File: config.mk
export PLATFORM = sky130hd
export DESIGN_NAME = psu_fault_supervisor
export DESIGN_NICKNAME = d
export VERILOG_FILES = /design/src/rtl/psu_sup_pkg.sv /design/src/rtl/uvlo_hysteresis.sv /design/src/rtl/ovp_debounce.sv /design/src/rtl/diode_short_counter.sv /design/src/rtl/restart_sequencer.sv /design/src/rtl/psu_fault_supervisor.sv
export SDC_FILE = /design/constraint.sdc
export NUM_CORES = 1
export LEC_CHECK = 0
export BUFFER_PORTS_ARGS = -buffer_cell sky130_fd_sc_hd__buf_2
export CELL_PAD_IN_SITES_DETAIL_PLACEMENT = 0
export CELL_PAD_IN_SITES_GLOBAL_PLACEMENT = 1
export CORE_MARGIN = 1
export CORE_UTILIZATION = 40
export DETAILED_ROUTE_END_ITERATION = 8
export PLACE_DENSITY = 0.68
export SKIP_LAST_GASP = 1
export SLEW_MARGIN = 20
export SYNTH_ARGS = -nofsm -noshare
export SYNTH_HDL_FRONTEND = slang
export SYNTH_SLANG_ARGS = --single-unit
export TNS_END_PERCENT = 100
File: constraint.sdc
create_clock -name clk -period 1.8 [get_ports clk]
set_input_delay 0.09 -clock clk [delete_from_list [all_inputs] [get_ports clk]]
set_output_delay 0.09 -clock clk [all_outputs]
set_load 0.005 [all_outputs]
File: src/rtl/psu_sup_pkg.sv
package psu_sup_pkg;

    typedef enum logic [1:0] {
        ST_LOCKOUT = 2'd0,
        ST_RUN     = 2'd1,
        ST_RETRY   = 2'd2,
        ST_THERMAL = 2'd3
    } sup_state_e;

    localparam int FLT_W          = 5;
    localparam int FB_SUPPLY_LOST = 0;
    localparam int FB_SUPPLY_OV   = 1;
    localparam int FB_AUX_OV      = 2;
    localparam int FB_DIODE_SHORT = 3;
    localparam int FB_OVERTEMP    = 4;

endpackage

File: src/rtl/uvlo_hysteresis.sv
module uvlo_hysteresis (
    input  logic clk,
    input  logic rst_n,
    input  logic rise_ok_i,
    input  logic fall_low_i,
    output logic ok_o
);

    always_ff @(posedge clk or negedge rst_n) begin
        if (!rst_n) begin
            ok_o <= 1'b0;
        end else if (fall_low_i) begin
            ok_o <= 1'b0;
        end else if (rise_ok_i) begin
            ok_o <= 1'b1;
        end
    end

    // inside the hold band the state must not move
    p_hold_band_r2: assert property (@(posedge clk) disable iff (!rst_n)
        (!rise_ok_i && !fall_low_i) |=> $stable(ok_o));

    // a stop flag always forces the state low
    p_stop_wins_r2: assert property (@(posedge clk) disable iff (!rst_n)
        fall_low_i |=> !ok_o);

endmodule

File: src/rtl/ovp_debounce.sv
module ovp_debounce #(
    parameter int DEBOUNCE_CYCLES = 2500
) (
    input  logic clk,
    input  logic rst_n,
    input  logic level_i,
    output logic qual_o
);

    localparam int CW = $clog2(DEBOUNCE_CYCLES + 1);
    localparam logic [CW-1:0] LIMIT = CW'(DEBOUNCE_CYCLES);

    logic [CW-1:0] run_q;

    always_ff @(posedge clk or negedge rst_n) begin
        if (!rst_n) begin
            run_q <= '0;
        end else if (!level_i) begin
            run_q <= '0;
        end else if (run_q != LIMIT) begin
            run_q <= run_q + 1'b1;
        end
    end

    assign qual_o = (run_q == LIMIT);

    // the qualified flag never outlives the raw level
    p_qual_needs_level_r3: assert property (@(posedge clk) disable iff (!rst_n)
        (qual_o && !level_i) |=> !qual_o);

    // the run counter never passes its limit
    p_no_overflow_r3: assert property (@(posedge clk) disable iff (!rst_n)
        run_q <= LIMIT);

endmodule

File: src/rtl/diode_short_counter.sv
module diode_short_counter #(
    parameter int SHORT_CYCLES = 7
) (
    input  logic clk,
    input  logic rst_n,
    input  logic clr_i,
    input  logic strobe_i,
    input  logic over_i,
    output logic trip_o
);

    localparam int CW = $clog2(SHORT_CYCLES + 1);
    localparam logic [CW-1:0] LIMIT = CW'(SHORT_CYCLES);

    logic [CW-1:0] hits_q;

    always_ff @(posedge clk or negedge rst_n) begin
        if (!rst_n) begin
            hits_q <= '0;
        end else if (clr_i) begin
            hits_q <= '0;
        end else if (strobe_i) begin
            if (!over_i) begin
                hits_q <= '0;
            end else if (hits_q != LIMIT) begin
                hits_q <= hits_q + 1'b1;
            end
        end
    end

    assign trip_o = (hits_q == LIMIT);

    // a trip can only appear right after an over-level strobe
    p_trip_source_r4: assert property (@(posedge clk) disable iff (!rst_n)
        $rose(trip_o) |-> $past(strobe_i && over_i));

    // a good cycle empties the run
    p_good_cycle_clears_r4: assert property (@(posedge clk) disable iff (!rst_n)
        (strobe_i && !over_i) |=> !trip_o);

endmodule

File: src/rtl/restart_sequencer.sv
module restart_sequencer
    import psu_sup_pkg::*;
#(
    parameter int RESTART_CYCLES = 4096
) (
    input  logic             clk,
    input  logic             rst_n,
    input  logic             uvlo_ok_i,
    input  logic             vdd_ov_q_i,
    input  logic             aux_ov_i,
    input  logic             short_trip_i,
    input  logic             die_hot_i,
    input  logic             die_cool_i,
    output logic             enable_o,
    output logic [FLT_W-1:0] status_o
);

    localparam int RW = (RESTART_CYCLES > 1) ? $clog2(RESTART_CYCLES) : 1;
    localparam logic [RW-1:0] RETRY_LAST = RW'(RESTART_CYCLES - 1);

    sup_state_e       state_q, state_d;
    logic             hot_q;
    logic [RW-1:0]    retry_q;
    logic             retry_done;
    logic             retry_fault;
    logic             run_entry;
    logic [FLT_W-1:0] live;

    // thermal hysteresis: trip flag sets, release flag clears
    always_ff @(posedge clk or negedge rst_n) begin
        if (!rst_n) begin
            hot_q <= 1'b0;
        end else if (die_hot_i) begin
            hot_q <= 1'b1;
        end else if (die_cool_i) begin
            hot_q <= 1'b0;
        end
    end

    assign retry_done  = (retry_q == RETRY_LAST);
    assign retry_fault = vdd_ov_q_i || aux_ov_i || short_trip_i;

    always_comb begin
        state_d = state_q;
        unique case (state_q)
            ST_LOCKOUT: begin
                if (uvlo_ok_i) begin
                    if (hot_q)            state_d = ST_THERMAL;
                    else if (!vdd_ov_q_i) state_d = ST_RUN;
                end
            end
            ST_RUN: begin
                if (!uvlo_ok_i)       state_d = ST_LOCKOUT;
                else if (hot_q)       state_d = ST_THERMAL;
                else if (retry_fault) state_d = ST_RETRY;
            end
            ST_RETRY: begin
                if (!uvlo_ok_i)      state_d = ST_LOCKOUT;
                else if (hot_q)      state_d = ST_THERMAL;
                else if (retry_done) state_d = ST_LOCKOUT;
            end
            ST_THERMAL: begin
                if (!uvlo_ok_i || !hot_q) state_d = ST_LOCKOUT;
            end
            default: state_d = ST_LOCKOUT;
        endcase
    end

    always_ff @(posedge clk or negedge rst_n) begin
        if (!rst_n) state_q <= ST_LOCKOUT;
        else        state_q <= state_d;
    end

    always_ff @(posedge clk or negedge rst_n) begin
        if (!rst_n) begin
            retry_q <= '0;
        end else if (state_q != ST_RETRY) begin
            retry_q <= '0;
        end else if (!retry_done) begin
            retry_q <= retry_q + 1'b1;
        end
    end

    // output decode
    always_comb begin
        enable_o = (state_q == ST_RUN);
    end

    assign run_entry = (state_q != ST_RUN) && (state_d == ST_RUN);

    always_comb begin
        live                 = '0;
        live[FB_SUPPLY_LOST] = (state_q == ST_RUN) && !uvlo_ok_i;
        live[FB_SUPPLY_OV]   = vdd_ov_q_i;
        live[FB_AUX_OV]      = aux_ov_i;
        live[FB_DIODE_SHORT] = short_trip_i;
        live[FB_OVERTEMP]    = hot_q;
    end

    always_ff @(posedge clk or negedge rst_n) begin
        if (!rst_n) begin
            status_o <= '0;
        end else if (run_entry) begin
            status_o <= '0;
        end else begin
            status_o <= status_o | live;
        end
    end

    // no enable without supply ok
    p_uvlo_gate_r2: assert property (@(posedge clk) disable iff (!rst_n)
        !uvlo_ok_i |=> !enable_o);

    // a qualified supply over-voltage blocks the enable
    p_ovp_blocks_r3: assert property (@(posedge clk) disable iff (!rst_n)
        vdd_ov_q_i |=> !enable_o);

    // a hot die blocks the enable
    p_hot_blocks_r6: assert property (@(posedge clk) disable iff (!rst_n)
        hot_q |=> !enable_o);

    // leaving thermal hold without cooling only happens through lockout
    p_hiccup_path_r7: assert property (@(posedge clk) disable iff (!rst_n)
        (state_q == ST_THERMAL && hot_q && !die_cool_i) |=> (state_q != ST_RUN));

    // retry timer stays inside its window
    p_retry_bound_r8: assert property (@(posedge clk) disable iff (!rst_n)
        retry_q <= RETRY_LAST);

    // status is clean whenever the enable rises
    p_entry_clear_r9: assert property (@(posedge clk) disable iff (!rst_n)
        $rose(enable_o) |-> (status_o == '0));

endmodule

File: src/rtl/psu_fault_supervisor.sv
module psu_fault_supervisor
    import psu_sup_pkg::*;
#(
    parameter int DEBOUNCE_CYCLES = 2500,
    parameter int SHORT_CYCLES    = 7,
    parameter int RESTART_CYCLES  = 4096
) (
    input  logic             clk,
    input  logic             rst_n,
    input  logic             vdd_on_i,
    input  logic             vdd_off_i,
    input  logic             vdd_ov_i,
    input  logic             aux_ov_i,
    input  logic             cs_sd_i,
    input  logic             pulse_stb_i,
    input  logic             die_hot_i,
    input  logic             die_cool_i,
    output logic             drv_enable_o,
    output logic [FLT_W-1:0] fault_status_o
);

    logic uvlo_ok;
    logic vdd_ov_q;
    logic short_trip;

    uvlo_hysteresis u_uvlo (
        .clk        (clk),
        .rst_n      (rst_n),
        .rise_ok_i  (vdd_on_i),
        .fall_low_i (vdd_off_i),
        .ok_o       (uvlo_ok)
    );

    ovp_debounce #(
        .DEBOUNCE_CYCLES (DEBOUNCE_CYCLES)
    ) u_vdd_ovp (
        .clk     (clk),
        .rst_n   (rst_n),
        .level_i (vdd_ov_i),
        .qual_o  (vdd_ov_q)
    );

    diode_short_counter #(
        .SHORT_CYCLES (SHORT_CYCLES)
    ) u_short (
        .clk      (clk),
        .rst_n    (rst_n),
        .clr_i    (!drv_enable_o),
        .strobe_i (pulse_stb_i),
        .over_i   (cs_sd_i),
        .trip_o   (short_trip)
    );

    restart_sequencer #(
        .RESTART_CYCLES (RESTART_CYCLES)
    ) u_seq (
        .clk          (clk),
        .rst_n        (rst_n),
        .uvlo_ok_i    (uvlo_ok),
        .vdd_ov_q_i   (vdd_ov_q),
        .aux_ov_i     (aux_ov_i),
        .short_trip_i (short_trip),
        .die_hot_i    (die_hot_i),
        .die_cool_i   (die_cool_i),
        .enable_o     (drv_enable_o),
        .status_o     (fault_status_o)
    );

    // nothing runs in the cycle after reset release
    p_reset_quiet_r1: assert property (@(posedge clk)
        $rose(rst_n) |-> (!drv_enable_o && fault_status_o == '0));

endmodule

# == Yosys cells after proc, flatten, opt, wreduce, memory -nomap -nowiden ==
# Cells that the tools add are included.
# word_totals
register_bits,36
in_bits,10
output_inout_bits,6
elab_cells,61
# op_classes
addsub,3
n_eq_ne,15
n_mux,24
bitwise,1
reduce_logical,11
# op_table
operator,count
2-to-1 mux 12 bit,4
"adder 12 x 1 -> 12 bit, second input constant",2
"equality test 12 bit, second input constant",2
2-to-1 mux 2 bit,10
2-to-1 mux 3 bit,4
"inequality test 12 bit, second input constant",1
one-hot mux 2 bit (4 select lines),1
"inequality test 2 bit, second input constant",3
2-to-1 mux 5 bit,1
OR 5 bit,1
"equality test 2 x 1 -> 1 bit, second input constant",2
"equality test 2 bit, second input constant",2
2-to-1 mux 1 bit,4
"inequality test 2 x 1 -> 1 bit, second input constant",2
nonzero test 2 bit,2
"adder 3 x 1 -> 3 bit, second input constant",1
"equality test 3 bit, second input constant",1
logical OR 1 bit,3
"inequality test 3 x 2 -> 1 bit, second input constant",1
"inequality test 3 bit, second input constant",1
logical AND 1 bit,2
zero test 1 bit,2
zero test 2 bit,1
AND reduction 2 bit,1

# == Longest topological paths before layout ==
# Gate-level depths: netlist of run 1.
# depth
word_depth,10
depth_mapped,6
ltp_nobuf,6

# == By module ==
# Synthesis of run 1 repeated with hierarchy kept, for this count alone.
# hier_totals
hier_cells,186
hier_area_um2,1859.3
# modules_own_cells
module,instances,cells_per_inst,area_each_um2,seq_area_each_um2
restart_sequencer,1,98,987.2,500.5
ovp_debounce,1,69,661.9,300.3
diode_short_counter,1,16,171.4,75.1
uvlo_hysteresis,1,2,35.0,25.0
psu_fault_supervisor,1,1,3.8,0.0

# == Worst setup path before layout of run 1 ==
# No wires, ideal clock.
# synth_timing
path_type,reg-to-reg
from,register u_short.hits_q[0]
to,register u_seq.state_q[1]
setup_ps,126
arrival_time_ps,1400
required_ps,1674
setup_slack_ps,274
stages_incl_launch_ff,7
n_path_buf,0
synth_period_minus_slack_ps,1526
path_cell_list,dfrtp_1 ha_1 ha_1 o21a_1 a211oi_1 o21ai_1 o311a_1
# synth_between
elab_chain_cells,6
# synth_lines
element,line_no,source
"start, declared",diode_short_counter.sv:15,logic [CW-1:0] hits_q;
"start signal, assigned",diode_short_counter.sv:26,hits_q <= hits_q + 1'b1;
equality test 3 bit,diode_short_counter.sv:31,assign trip_o = (hits_q == LIMIT);
logical OR 1 bit,restart_sequencer.sv:41,assign retry_fault = vdd_ov_q_i || aux_ov_i || short_trip_i;
2-to-1 mux 2 bit,restart_sequencer.sv:55,else if (retry_fault) state_d = ST_RETRY;
2-to-1 mux 2 bit,restart_sequencer.sv:54,else if (hot_q) state_d = ST_THERMAL;
2-to-1 mux 2 bit,restart_sequencer.sv:53,if (!uvlo_ok_i) state_d = ST_LOCKOUT;
one-hot mux 2 bit (4 select lines),restart_sequencer.sv:45,unique case (state_q)
via u_seq.state_d[1],restart_sequencer.sv:21,"sup_state_e state_q, state_d;"
"end signal, assigned",restart_sequencer.sv:71,else state_q <= state_d;
"end, declared",restart_sequencer.sv:21,
# The timed path passes the listed nets, and every way through them passes these cells.
# A chain may end at the register's enable or synchronous reset.

# == Worst setup path after layout of run 1 ==
# layout_timing
from,register u_seq.retry_q[0]
to,register u_seq.state_q[1]
# layout_between
elab_chain_cells,5
# layout_lines
element,line_no,source
"start, declared",restart_sequencer.sv:23,logic [RW-1:0] retry_q;
"start signal, assigned",restart_sequencer.sv:80,retry_q <= retry_q + 1'b1;
equality test 12 bit,restart_sequencer.sv:40,assign retry_done = (retry_q == RETRY_LAST);
2-to-1 mux 2 bit,restart_sequencer.sv:60,else if (retry_done) state_d = ST_LOCKOUT;
2-to-1 mux 2 bit,restart_sequencer.sv:59,else if (hot_q) state_d = ST_THERMAL;
2-to-1 mux 2 bit,restart_sequencer.sv:58,if (!uvlo_ok_i) state_d = ST_LOCKOUT;
one-hot mux 2 bit (4 select lines),restart_sequencer.sv:45,
via u_seq.state_d[1],restart_sequencer.sv:21,
# The timed path passes the listed nets, and every way through them passes these cells.

==> results.md, run 1 <==
Die:
- The x dimension of the die is 70.8 um.
- The placeable core area is ~4400 um2.
- The I/O pin total is 16.
- The number of placement rows is 24.
- The initial utilization of the core area, before any placement, comes to 0.427.
- The die covers 5020 um2.
- The y dimension of the die is 70.8 um.

CTS:
- The CTS sink count is 36.
- The cell chosen for the clock root is clkbuf_8.
- The post-CTS clock slew at the launch and capture registers of the worst setup and hold paths is about 0.070 ns.
- The source-to-sink clock delay at the later pin of the worst-skew pair is 0.29 ns.
- Counting along the longest clock path gives a buffer depth of 2.
- The H-tree was split into 2 levels.
- The total clock buffers created by CTS is 5.
- The CTS tree is done.
- After clock tree synthesis, the repair step resized 0 gates.

Placed design:
- Once detailed placement completed, the half-perimeter wirelength came to ~2700 um.
- After detailed placement, the design holds a cell count of between 200 and 300.
- The count of buffers from port buffering is 15.
- The congestion estimate from routability-driven global placement came to 0.787.
- At the placement stage, the worst setup path has a slack of approximately 0.22 ns.

Worst setup path:
- Along the worst path, the maximum fanout reaches 6.
- The endpoint class of the critical path is a flop.
- By startpoint and endpoint, the worst setup path is classified as reg2reg.
- The critical path goes through ha_1 -> nand3_1 -> nor2_1 -> nand2_1 -> o311a_1.
- In this design, the largest share of critical-path delay is due to simple AND/OR/NAND/NOR gates.
- The master of the slowest instance on the critical path is dfrtp_1.
- The data arrival time of the critical path is 1.75 ns.
- The worst setup path is launched from a flop.
- The stage delay of the slowest cell on the critical path is 0.39 ns.
- Counting both buffers and inverters, the worst setup path holds a total of 0.
- The required time of the critical path is 1.98 ns.

Synth:
- Yosys mapped the design onto 39 distinct sky130hd cell types.
- The number of warnings issued by yosys is 0.
- The netlist area before placement is approximately 1900 um2.
- The synthesized area divided by synthesized cell count is approximately 9.7 um2.
- The post-synthesis instance total is a little under 200.
- Counting flops and latches in the post-synthesis netlist gives 36.
- The synthesized netlist net count is between 200 and 250.
- The sequential area share after synthesis is 0.475.

Power and ir drop:
- Power spread over the standard cell area amounts to ~740 nW/um2.
- The maximum vdd drop is 0.374 mV.
- The leakage power is 0.979 nW.

GRT:
- The initial antenna violation count is 0.
- After global routing the overflow that remains totals 0.
- The wire length of the first global-routing pass is 6560 um.
- The number of global-route vias before repair is ~1,400.
- Entering global routing, the biggest net connects 37 pins.
- Across every metal layer, demand over resource in global routing totals 0.170.

Outcome:
- The run finished with clean final reports.

STA:
- Setup repair after global routing left no endpoint under its margin.
- The total negative setup slack is 0 ns.
- The number of pins with negative max-slew slack in the final report is 0.
- The peak clock frequency supported by timing is approximately 0.64 GHz.
- The final critical-path setup slack is roughly 0.23 ns.
- Between clock sinks in the finished design, the worst skew comes to 0.00739 ns.
- The measured slew at the worst slew-check pin is about 0.78 ns.
- The final hold violation count is 0.
- The post-route minimum period is about 1.6 ns.
- Dividing the final minimum period by the clock period gives 0.875.
- Setup violations remaining at the end of the flow were counted as 0.
- The worst pin sits at a relative slew slack of 0.477.

Layout:
- The sequential standard cell area is around 900 um2.
- Of the cells placed in the final design, the portion with a size suffix greater than 1 is 0.142.
- From synthesis to final layout, the design area changed by 13.5%.
- Counting the fill cells in the layout gives 428.
- The final instance count without filler cells is 270.
- The antenna diode count is 0.
- The final cell utilization of the core is 0.484.
- In the final layout, the multi-input gates occupy roughly 940 um2.
- For this run, the post-layout net count is around 230.

Drt:
- The routed design uses roughly 82 um of met3 wire.
- The routed wire length is approximately 3700 um.
- The top routing layer in use is met4.
- The first-pass iteration count of the detailed router is 6.
- The via density per instance is between 5 and 6.
- The count of nets left with antenna violations once routing finished came out at 0.
- Summing over every cut layer, the via total after detailed routing is around 1,400.
- The wire length on met1 is 1680 um.
- In the routed design, unresolved DRC markers number 0.
- The first routing iteration left 63 violations.
- Detailed routing placed a total of around 1800 um of wire on met2.
- The per-cell routed wire length is about 14 um.

Flow run:
- The reported max-cap violation count is 0.

Min path:
- In this run the worst hold path is classified as in2reg.
-- cell type report --
type	count	area share
clock buffer	7	0.0448
sequential	36	0.419
timing repair buffer	19	0.0524
inverter	9	0.0157
tap	52	0.0303
multi-input combinational	147	0.438
-- per-stage QoR --
stage,hold WS [ns],power [mW],instance area [um2]
after floorplan,-0.206,0.929,1900
after global placement,0.220,0.982,2020
after detailed placement,0.227,0.990,2020
after CTS,0.0160,1.63,2150
after global routing,0.0567,1.68,2150
final,0.0223,1.60,2150
-- worst reg2reg max path, cell delays in order (launching register included) --
cell	delay [ns]
dfrtp_1	0.39
ha_1	0.29
nand3_1	0.20
nor2_1	0.22
nand2_1	0.09
o311a_1	0.28
-- logic make-up (layout without fill, tap and decap cells) --
family	after synthesis	after routing	synth area share
adders and majority gates	5	5	0.0330
AOI/OAI and AO/OA	38	38	0.132
buffers and inverters	12	35	0.0277
muxes	2	2	0.0106
and+or+nand+nor	93	93	0.280
DFF	36	36	0.475
xor gates and xnor gates	9	9	0.0416
-- layer usage --
layer  vias up  global-route usage
li1        724                   -
met1       683               0.203
met2        11               0.291
met3         6              0.0427
met4         0              0.0733
met5         -                   0
-- cell usage after synthesis --
library cell / instances / area share
a211oi_1: 2 / 0.0079
a21boi_0: 4 / 0.016
a21o_1: 2 / 0.0079
a21oi_1: 7 / 0.018
a31o_1: 1 / 0.0046
a31oi_1: 6 / 0.020
a41o_1: 2 / 0.011
a41oi_2: 1 / 0.0086
and2_1: 6 / 0.020
and3_1: 1 / 0.0033
and4_1: 2 / 0.0092
and4b_1: 1 / 0.0053
and4bb_2: 1 / 0.0066
buf_6: 1 / 0.0059
clkbuf_1: 2 / 0.0040
dfrtp_1: 36 / 0.48
ha_1: 5 / 0.033
inv_1: 9 / 0.018
mux2i_1: 2 / 0.011
nand2_1: 21 / 0.042
nand2b_1: 4 / 0.013
nand3_1: 9 / 0.024
nand4_2: 1 / 0.0066
nand4_4: 2 / 0.022
nor2_1: 25 / 0.050
nor2b_1: 7 / 0.023
nor3_1: 5 / 0.013
nor3_2: 1 / 0.0053
nor3b_1: 1 / 0.0040
nor4_2: 1 / 0.0066
nor4_4: 1 / 0.011
nor4bb_1: 1 / 0.0053
o21a_1: 1 / 0.0040
o21ai_0: 10 / 0.026
o21ai_1: 1 / 0.0026
o311a_1: 1 / 0.0053
or3_1: 3 / 0.0099
xnor2_1: 5 / 0.023
xor2_1: 4 / 0.018
-- state kept, by name, indices dropped and copies added, names as in the netlist --
name             count
u_short.hits_q       3
u_seq.hot_q          1
u_seq.retry_q       12
u_seq.status_o       5
u_uvlo.ok_o          1
u_seq.state_q        2
u_vdd_ovp.run_q     12
-- path summary, 6_finish.rpt --
check	start	end	slack [ns]	depth (start not counted)
min in group asynchronous	rst_n	u_short.hits_q[2]	0.41	2
max in group asynchronous	rst_n	u_seq.status_o[2]	0.88	2
hold / removal	vdd_on_i	u_uvlo.ok_o	0.02	3
setup / recovery	u_seq.retry_q[0]	u_seq.state_q[1]	0.23	5
hold reg to reg	u_seq.status_o[4]	u_seq.status_o[4]	0.48	1
setup reg to reg	u_seq.retry_q[0]	u_seq.state_q[1]	0.23	5
-- repair_timing --
item	in CTS	in global routing
endpoints found under the hold margin	38	0
setup buffers	0	0
hold buffers	3	0
-- report_power, final --
| part | total, mW | switching [mW] | leakage, nW | internal [mW] |
|---|---|---|---|---|
| Combinational | 0.117 | 0.0669 | 0.449 | 0.0505 |
| Clock | 0.625 | 0.284 | 0.0503 | 0.341 |
| Sequential | 0.857 | 0.0237 | 0.480 | 0.833 |
-- cells in the final DEF, fill, tap and decap left out, types with 5 or more instances in the layout --
cell      Yosys  layout
dfrtp_1      36      36
nor2_1       25      25
nand2_1      21      21
buf_2         0      15
o21ai_0      10      10
inv_1         9       9
nand3_1       9       9
a21oi_1       7       7
nor2b_1       7       7
clkbuf_8      0       7
and2_1        6       6
a31oi_1       6       6
nor3_1        5       5
xnor2_1       5       5
ha_1          5       5
No activity file was read; power rests on OpenSTA's default activity.
==> run 2, diff against run 1 <==
--- a/config.mk
+++ b/config.mk
@@ -8,10 +8,12 @@
 export BUFFER_PORTS_ARGS = -buffer_cell sky130_fd_sc_hd__buf_2
 export CELL_PAD_IN_SITES_DETAIL_PLACEMENT = 0
 export CELL_PAD_IN_SITES_GLOBAL_PLACEMENT = 1
+export CORE_ASPECT_RATIO = 1.4
 export CORE_MARGIN = 1
 export CORE_UTILIZATION = 40
 export DETAILED_ROUTE_END_ITERATION = 8
 export PLACE_DENSITY = 0.68
+export REMOVE_ABC_BUFFERS = 1
 export SKIP_LAST_GASP = 1
 export SLEW_MARGIN = 20
 export SYNTH_ARGS = -nofsm -noshare
==> results.md, run 2 (synthesis results as in run 1) <==
Worst setup path:
- The data arrival time of the critical path came to 1.83 ns (was 1.75 ns).
- The top fanout value on the critical path is 8 (was 6).
- The top cell family by delay on the critical path is compound AO/OA/AOI/OAI gates (was simple AND/OR/NAND/NOR gates).
- The sum of buffers and inverters on the critical path is 0 (unchanged).
- The critical path class is reg2reg (unchanged).
- By instance count, the cell type seen most on the critical path is ha_1.
- The startpoint class of the critical path was a flop (unchanged).
- The required time of the critical path is 1.97 ns (was 1.98 ns).
- The stage delay of the slowest cell on the critical path was 0.41 ns (was 0.39 ns).
- The endpoint class of the critical path is a flop (unchanged).
- The master of the slowest instance on the critical path is dfrtp_1 (unchanged).
- Cell chain of the critical path: ha_1 -> ha_1 -> o21a_1 -> a211oi_1 -> o21ai_1 -> o311a_1 (was ha_1 -> nand3_1 -> nor2_1 -> nand2_1 -> o311a_1).

Die:
- The placeable core area came to 4540 um2 (was 4440 um2).
- The x dimension of the die is 60.2 um (was 70.8 um).
- The y dimension of the die is 83.5 um (was 70.8 um).
- The die area is 5020 um2 (about the same).
- The I/O pin total is 16 (unchanged).
- The number of placement rows is 29 (was 24).
- The effective utilization at floorplan came to 0.418 (was 0.427).

CTS:
- The maximum clock insertion buffer count came to 2 (unchanged).
- The source-to-sink clock delay at the later pin of the worst-skew pair was 0.29 ns (about the same).
- The post-CTS clock slew at the launch and capture registers of the worst setup and hold paths came to 0.07 ns (about the same).
- The CTS tree is done (unchanged).
- The CTS sink count came to 36 (unchanged).
- The total clock buffers created by CTS came to 5 (unchanged).
- The cell chosen for the clock root is clkbuf_8 (unchanged).
- The depth of the CTS H-tree is 2 (unchanged).

Placed design:
- The count of buffers from port buffering is 15 (unchanged).
- The HPWL after detailed placement is 2690 um (was 2670 um).
- The placer congestion estimate is 0.803 (was 0.787).

Drt:
- The detailed-route via count is 1,451 (was 1,424).
- The routed wire length came to 3780 um (was 3680 um).
- The via density per instance came to 5.16 (was 5.27).
- The per-cell routed wire length was 13.5 um (was 13.6 um).
- The wire length on met1 is 1560 um (was 1680 um).
- The number of nets still failing antenna checks after routing is 0 (unchanged).
- The top routing layer in use is met4 (unchanged).
- The first-pass iteration count of the detailed router is 4 (was 6).
- The number of DRC violations after detailed routing was 0 (unchanged).
- The count of routing violations after the opening detailed-route iteration is 42 (was 63).
- The length of routed met3 wiring was 68 um (was 82 um).
- The wire length on met2 came to 2090 um (was 1850 um).

GRT:
- The pin count of the biggest net entering global routing was 37 (unchanged).
- The wire length of the first global-routing pass was 6470 um (was 6560 um).
- The initial antenna violation count is 0 (unchanged).
- The aggregate global-route resource usage is 0.170 (about the same).
- The number of global-route vias before repair is 1,487 (was 1,437).
- The total congestion overflow is 0 (unchanged).

STA:
- The post-route minimum period is 1.66 ns (was 1.57 ns).
- The part of the cycle the worst path needs is 0.921 (was 0.875).
- The number of setup violations in the final report is 0 (unchanged).
- The peak clock frequency supported by timing was 0.603 GHz (was 0.635 GHz).
- The final hold violation count is 0 (unchanged).
- Unrepaired setup endpoints after global routing: no (unchanged).
- The headroom to the max-slew limit is 0.463 (was 0.477).
- The number of pins with negative max-slew slack in the final report is 0 (unchanged).
- The measured slew at the worst slew-check pin is 0.806 ns (was 0.785 ns).
- The total negative setup slack is 0 ns (unchanged).
- The clock skew is 0.00934 ns (was 0.00739 ns).

Layout:
- The share of layout cells above drive strength 1 came to 0.142 (about the same).
- Commonest cells after routing, fill and taps aside: dfrtp_1 (36), nor2_1 (25), nand2_1 (21) (unchanged).
- The layout overhead on the synthesized area is 14.1% (was 13.5%).
- The number of nets in the layout is 233 (unchanged).
- The most common cell after layout, fill and taps aside is dfrtp_1 (unchanged).
- The final cell utilization of the core was 0.477 (was 0.484).
- The antenna diode count is 0 (unchanged).
- Largest registers: u_seq.retry_q x12, u_vdd_ovp.run_q x12, u_seq.status_o x5 (unchanged).

Min path:
- The classification of the worst-slack hold path is in2reg (unchanged).

Power and ir drop:
- The total power per unit cell area is 725 nW/um2 (was 744 nW/um2).
- The leakage power was 0.980 nW (was 0.979 nW).
- The maximum vdd drop is 0.405 mV (was 0.374 mV).

Outcome:
- Status: finished, final reports clean (unchanged).

Flow run:
- The reported max-cap violation count came to 0 (unchanged).
[run 2: changes by cell type in the layout (fill, tap and decap cells not counted)]
cell	change
dlygate4sd3_1	+1
clkbuf_8	-1
buf_4	-1
clkinv_2	+2
[run 2: power by group]
part	leakage (nW)	internal (mW)	switching (mW)
Combinational	0.449	0.0527	0.0666
Sequential	0.480	0.833	0.0231
Clock	0.0510	0.305	0.286
Total	0.980	1.19	0.376
[run 2: area by class of cell]
| type | count | area, um2 |
|---|---|---|
| Fill cell | 456 | 2370 |
| Multi-Input combinational cell | 147 | 942 |
| Sequential cell | 36 | 901 |
| Timing Repair Buffer | 19 | 115 |
| Clock buffer | 6 | 82.6 |
| Tap cell | 62 | 77.6 |
| Inverter | 9 | 33.8 |
| Clock inverter | 2 | 10.0 |
[run 2: worst paths after layout]
kind	from	endpoint	slack (ns)	cells past startpoint
worst max-delay path	u_short.hits_q[0]	u_seq.state_q[1]	0.14	6
worst min-delay path	aux_ov_i	u_seq.status_o[2]	0.05	3
worst max register to register	u_short.hits_q[0]	u_seq.state_q[1]	0.14	6
worst min register to register	u_seq.status_o[1]	u_seq.status_o[1]	0.48	2
max in group asynchronous	rst_n	u_vdd_ovp.run_q[4]	0.86	2
min in group asynchronous	rst_n	u_short.hits_q[2]	0.42	2
[run 2: stage by stage]
stage / worst slack [ns] / area (um2) / hold WS [ns] / cells / power [mW]
2_1_floorplan: 0.274 / 1880 / -0.206 / 192 / 0.926
3_3_place_gp: 0.202 / 2030 / 0.227 / 269 / 0.983
3_5_place_dp: 0.153 / 2030 / 0.238 / 269 / 0.988
4_1_cts: 0.131 / 2160 / 0.0489 / 281 / 1.60
5_1_grt: 0.0300 / 2160 / 0.0783 / 281 / 1.66
6_report: 0.142 / 2160 / 0.0496 / 281 / 1.57
[run 2: timing repair]
action | CTS | global route
hold buffers | 4 | 0
setup buffers | 0 | 0
gates resized for setup | 0 | 0
endpoints found under the hold margin | 38 | 0
[run 2: layer usage]
layer / GRT usage / vias to the layer above
met5: 0 / -
met4: 0.0634 / 0
met3: 0.0372 / 5
met2: 0.312 / 12
met1: 0.180 / 710
li1: - / 724
[run 2: tightest hold or removal path, delay by kind of cell]
kind                   cells  cell delay (ns)
buffers and inverters      1             0.09
and+or+nand+nor            2             0.12
==> run 3, diff against run 2 <==
--- a/config.mk
+++ b/config.mk
@@ -12,6 +12,7 @@
 export CORE_MARGIN = 1
 export CORE_UTILIZATION = 40
 export DETAILED_ROUTE_END_ITERATION = 8
+export HOLD_SLACK_MARGIN = 0.05
 export PLACE_DENSITY = 0.68
 export REMOVE_ABC_BUFFERS = 1
 export SKIP_LAST_GASP = 1
==> results.md, run 3 (synthesis results as in run 1) <==
GRT:
- The pin count of the biggest net entering global routing came to 37 (unchanged).
- The aggregate global-route resource usage is 0.171 (was 0.170).
- The wire length of the first global-routing pass is 6510 um (was 6470 um).
- The number of global-route vias before repair is 1,493 (was 1,487).
- The total congestion overflow is 0 (unchanged).
- The initial antenna violation count is 0 (unchanged).

CTS:
- The depth of the CTS H-tree is 2 (unchanged).
- The total clock buffers created by CTS is 5 (unchanged).
- The source-to-sink clock delay at the later pin of the worst-skew pair is 0.29 ns (about the same).
- The maximum clock insertion buffer count is 2 (unchanged).
- The post-CTS setup repair buffer count was 0 (unchanged).
- The CTS sink count is 36 (unchanged).
- The number of gates resized after cts is 0 (unchanged).
- The CTS tree is done (unchanged).
- The cell chosen for the clock root is clkbuf_8 (unchanged).
- The post-CTS clock slew at the launch and capture registers of the worst setup and hold paths came to 0.07 ns (about the same).

Layout:
- The final standard cell area without fillers came to 2170 um2 (was 2160 um2).
- Commonest cells after routing, fill and taps aside: dfrtp_1 (36), nor2_1 (25), nand2_1 (21) (unchanged).
- The share of layout cells above drive strength 1 is 0.141 (was 0.142).
- The most common cell after layout, fill and taps aside is dfrtp_1 (unchanged).
- The layout overhead on the synthesized area is 14.6% (was 14.1%).
- Largest registers: u_seq.retry_q x12, u_vdd_ovp.run_q x12, u_seq.status_o x5 (unchanged).
- The number of nets in the layout came to 234 (was 233).
- The final instance count without filler cells is 282 (was 281).
- The final cell utilization of the core is 0.479 (was 0.477).
- The antenna diode count came to 0 (unchanged).

Min path:
- The end point of the most critical hold path was u_seq.hot_q (was u_seq.status_o[2]).
- The cell count of the worst hold path was 3 (unchanged).
- The classification of the worst-slack hold path is in2reg (unchanged).
- The start point of the worst min-delay path is die_cool_i (was aux_ov_i).

STA:
- The part of the cycle the worst path needs is 0.921 (about the same).
- The final hold violation count was 0 (unchanged).
- The peak clock frequency supported by timing is 0.603 GHz (about the same).
- Unrepaired setup endpoints after global routing: no (unchanged).
- The measured slew at the worst slew-check pin is 0.809 ns (was 0.806 ns).
- The headroom to the max-slew limit was 0.460 (was 0.463).
- The number of setup violations in the final report is 0 (unchanged).
- The number of pins with negative max-slew slack in the final report was 0 (unchanged).
- The post-route minimum period is 1.66 ns (about the same).
- The total negative setup slack is 0 ns (unchanged).
- The clock skew was 0.00953 ns (was 0.00934 ns).

Worst setup path:
- The critical path class was reg2reg (unchanged).
- The destination of the worst register-to-register timing path is u_seq.state_q[1] (unchanged).
- The data arrival time of the critical path was 1.83 ns (about the same).
- The startpoint class of the critical path is a flop (unchanged).
- The required time of the critical path is 1.98 ns (was 1.97 ns).
- The launch instance of the worst register-to-register path is u_short.hits_q[0] (unchanged).
- The path depth of the worst reg2reg path is 6 (unchanged).
- The top fanout value on the critical path came to 8 (unchanged).
- The endpoint class of the critical path is a flop (unchanged).
- The flop-to-flop setup slack came to 0.14 ns (about the same).

Placed design:
- The placer congestion estimate came to 0.803 (unchanged).
- The number of placed instances, taps included is 269 (unchanged).
- The cell area after placement is 2030 um2 (unchanged).
- The count of buffers from port buffering is 15 (unchanged).
- The HPWL after detailed placement is 2690 um (unchanged).

Drt:
- The count of routing violations after the opening detailed-route iteration is 41 (was 42).
- The first-pass iteration count of the detailed router is 4 (unchanged).
- The number of nets still failing antenna checks after routing came to 0 (unchanged).
- The number of DRC violations after detailed routing is 0 (unchanged).
- The routed wire length is 3820 um (was 3780 um).
- The per-cell routed wire length is 13.5 um (about the same).
- The detailed-route via count was 1,454 (was 1,451).
- The via density per instance is 5.16 (about the same).

Power and ir drop:
- The total power came to 1.57 mW (about the same).
- The leakage power came to 0.984 nW (was 0.980 nW).
- The total power per unit cell area was 722 nW/um2 (was 725 nW/um2).
- The maximum vdd drop came to 0.405 mV (about the same).

Flow run:
- The reported max-cap violation count is 0 (unchanged).

Die:
- The die area was 5020 um2 (unchanged).
- The y dimension of the die came to 83.5 um (unchanged).
- The effective utilization at floorplan was 0.418 (unchanged).
- The I/O pin total came to 16 (unchanged).
- The placeable core area came to 4540 um2 (unchanged).
- The number of placement rows is 29 (unchanged).
- The x dimension of the die is 60.2 um (unchanged).

Outcome:
- Status: finished, final reports clean (unchanged).
[run 3: what timing repair did]
action	CTS	global route
endpoints found under the setup margin	0	0
hold buffers	5	0
endpoints found under the hold margin	39	0
[run 3: layer usage]
| layer | track usage | part of all wire | vias to the layer above |
|---|---|---|---|
| met3 | 0.0372 | 0.018 | 5 |
| li1 | - | - | 726 |
| met2 | 0.314 | 0.56 | 12 |
| met5 | 0 | 0 | - |
| met4 | 0.0634 | 0.016 | 0 |
| met1 | 0.181 | 0.41 | 711 |
[run 3: layout make-up]
cell class | count | area, um2
repair buffers | 20 | 125
well taps | 62 | 77.6
clock inverters | 2 | 10.0
multi-input cells | 147 | 942
clock buffers | 6 | 82.6
inverters | 9 | 33.8
fillers | 455 | 2360
flip-flops and latches | 36 | 901
[run 3: report_power, final]
group / switching [mW] / internal [mW] / total, mW
clock network: 0.286 / 0.305 / 0.592
logic: 0.0670 / 0.0541 / 0.121
registers: 0.0231 / 0.833 / 0.856
total: 0.376 / 1.19 / 1.57
[run 3: per-stage QoR]
| stage | setup slack, ns | hold slack [ns] |
|---|---|---|
| after global placement | 0.202 | 0.227 |
| final | 0.143 | 0.0776 |
| after detailed placement | 0.153 | 0.238 |
| after floorplan | 0.274 | -0.206 |
| after CTS | 0.131 | 0.0748 |
| after global routing | 0.0300 | 0.0989 |
[run 3: critical path, stage by stage, from the launching register on]
cell      delay, ns
dfrtp_1        0.41
ha_1           0.21
ha_1           0.27
o21a_1         0.21
a211oi_1       0.23
o21ai_1        0.10
o311a_1        0.12
[run 3: how the worst max path moves through the flow]
stage / startpoint / cells after the start / to / slack, ns
floorplan: u_short.hits_q[0] / 6 / u_seq.state_q[1] / 0.27
global placement: u_short.hits_q[0] / 6 / u_seq.state_q[1] / 0.20
detailed placement: u_short.hits_q[0] / 6 / u_seq.state_q[1] / 0.15
CTS: u_short.hits_q[0] / 6 / u_seq.state_q[1] / 0.13
global route: u_short.hits_q[0] / 6 / u_seq.state_q[1] / 0.03
finish: u_short.hits_q[0] / 6 / u_seq.state_q[1] / 0.14
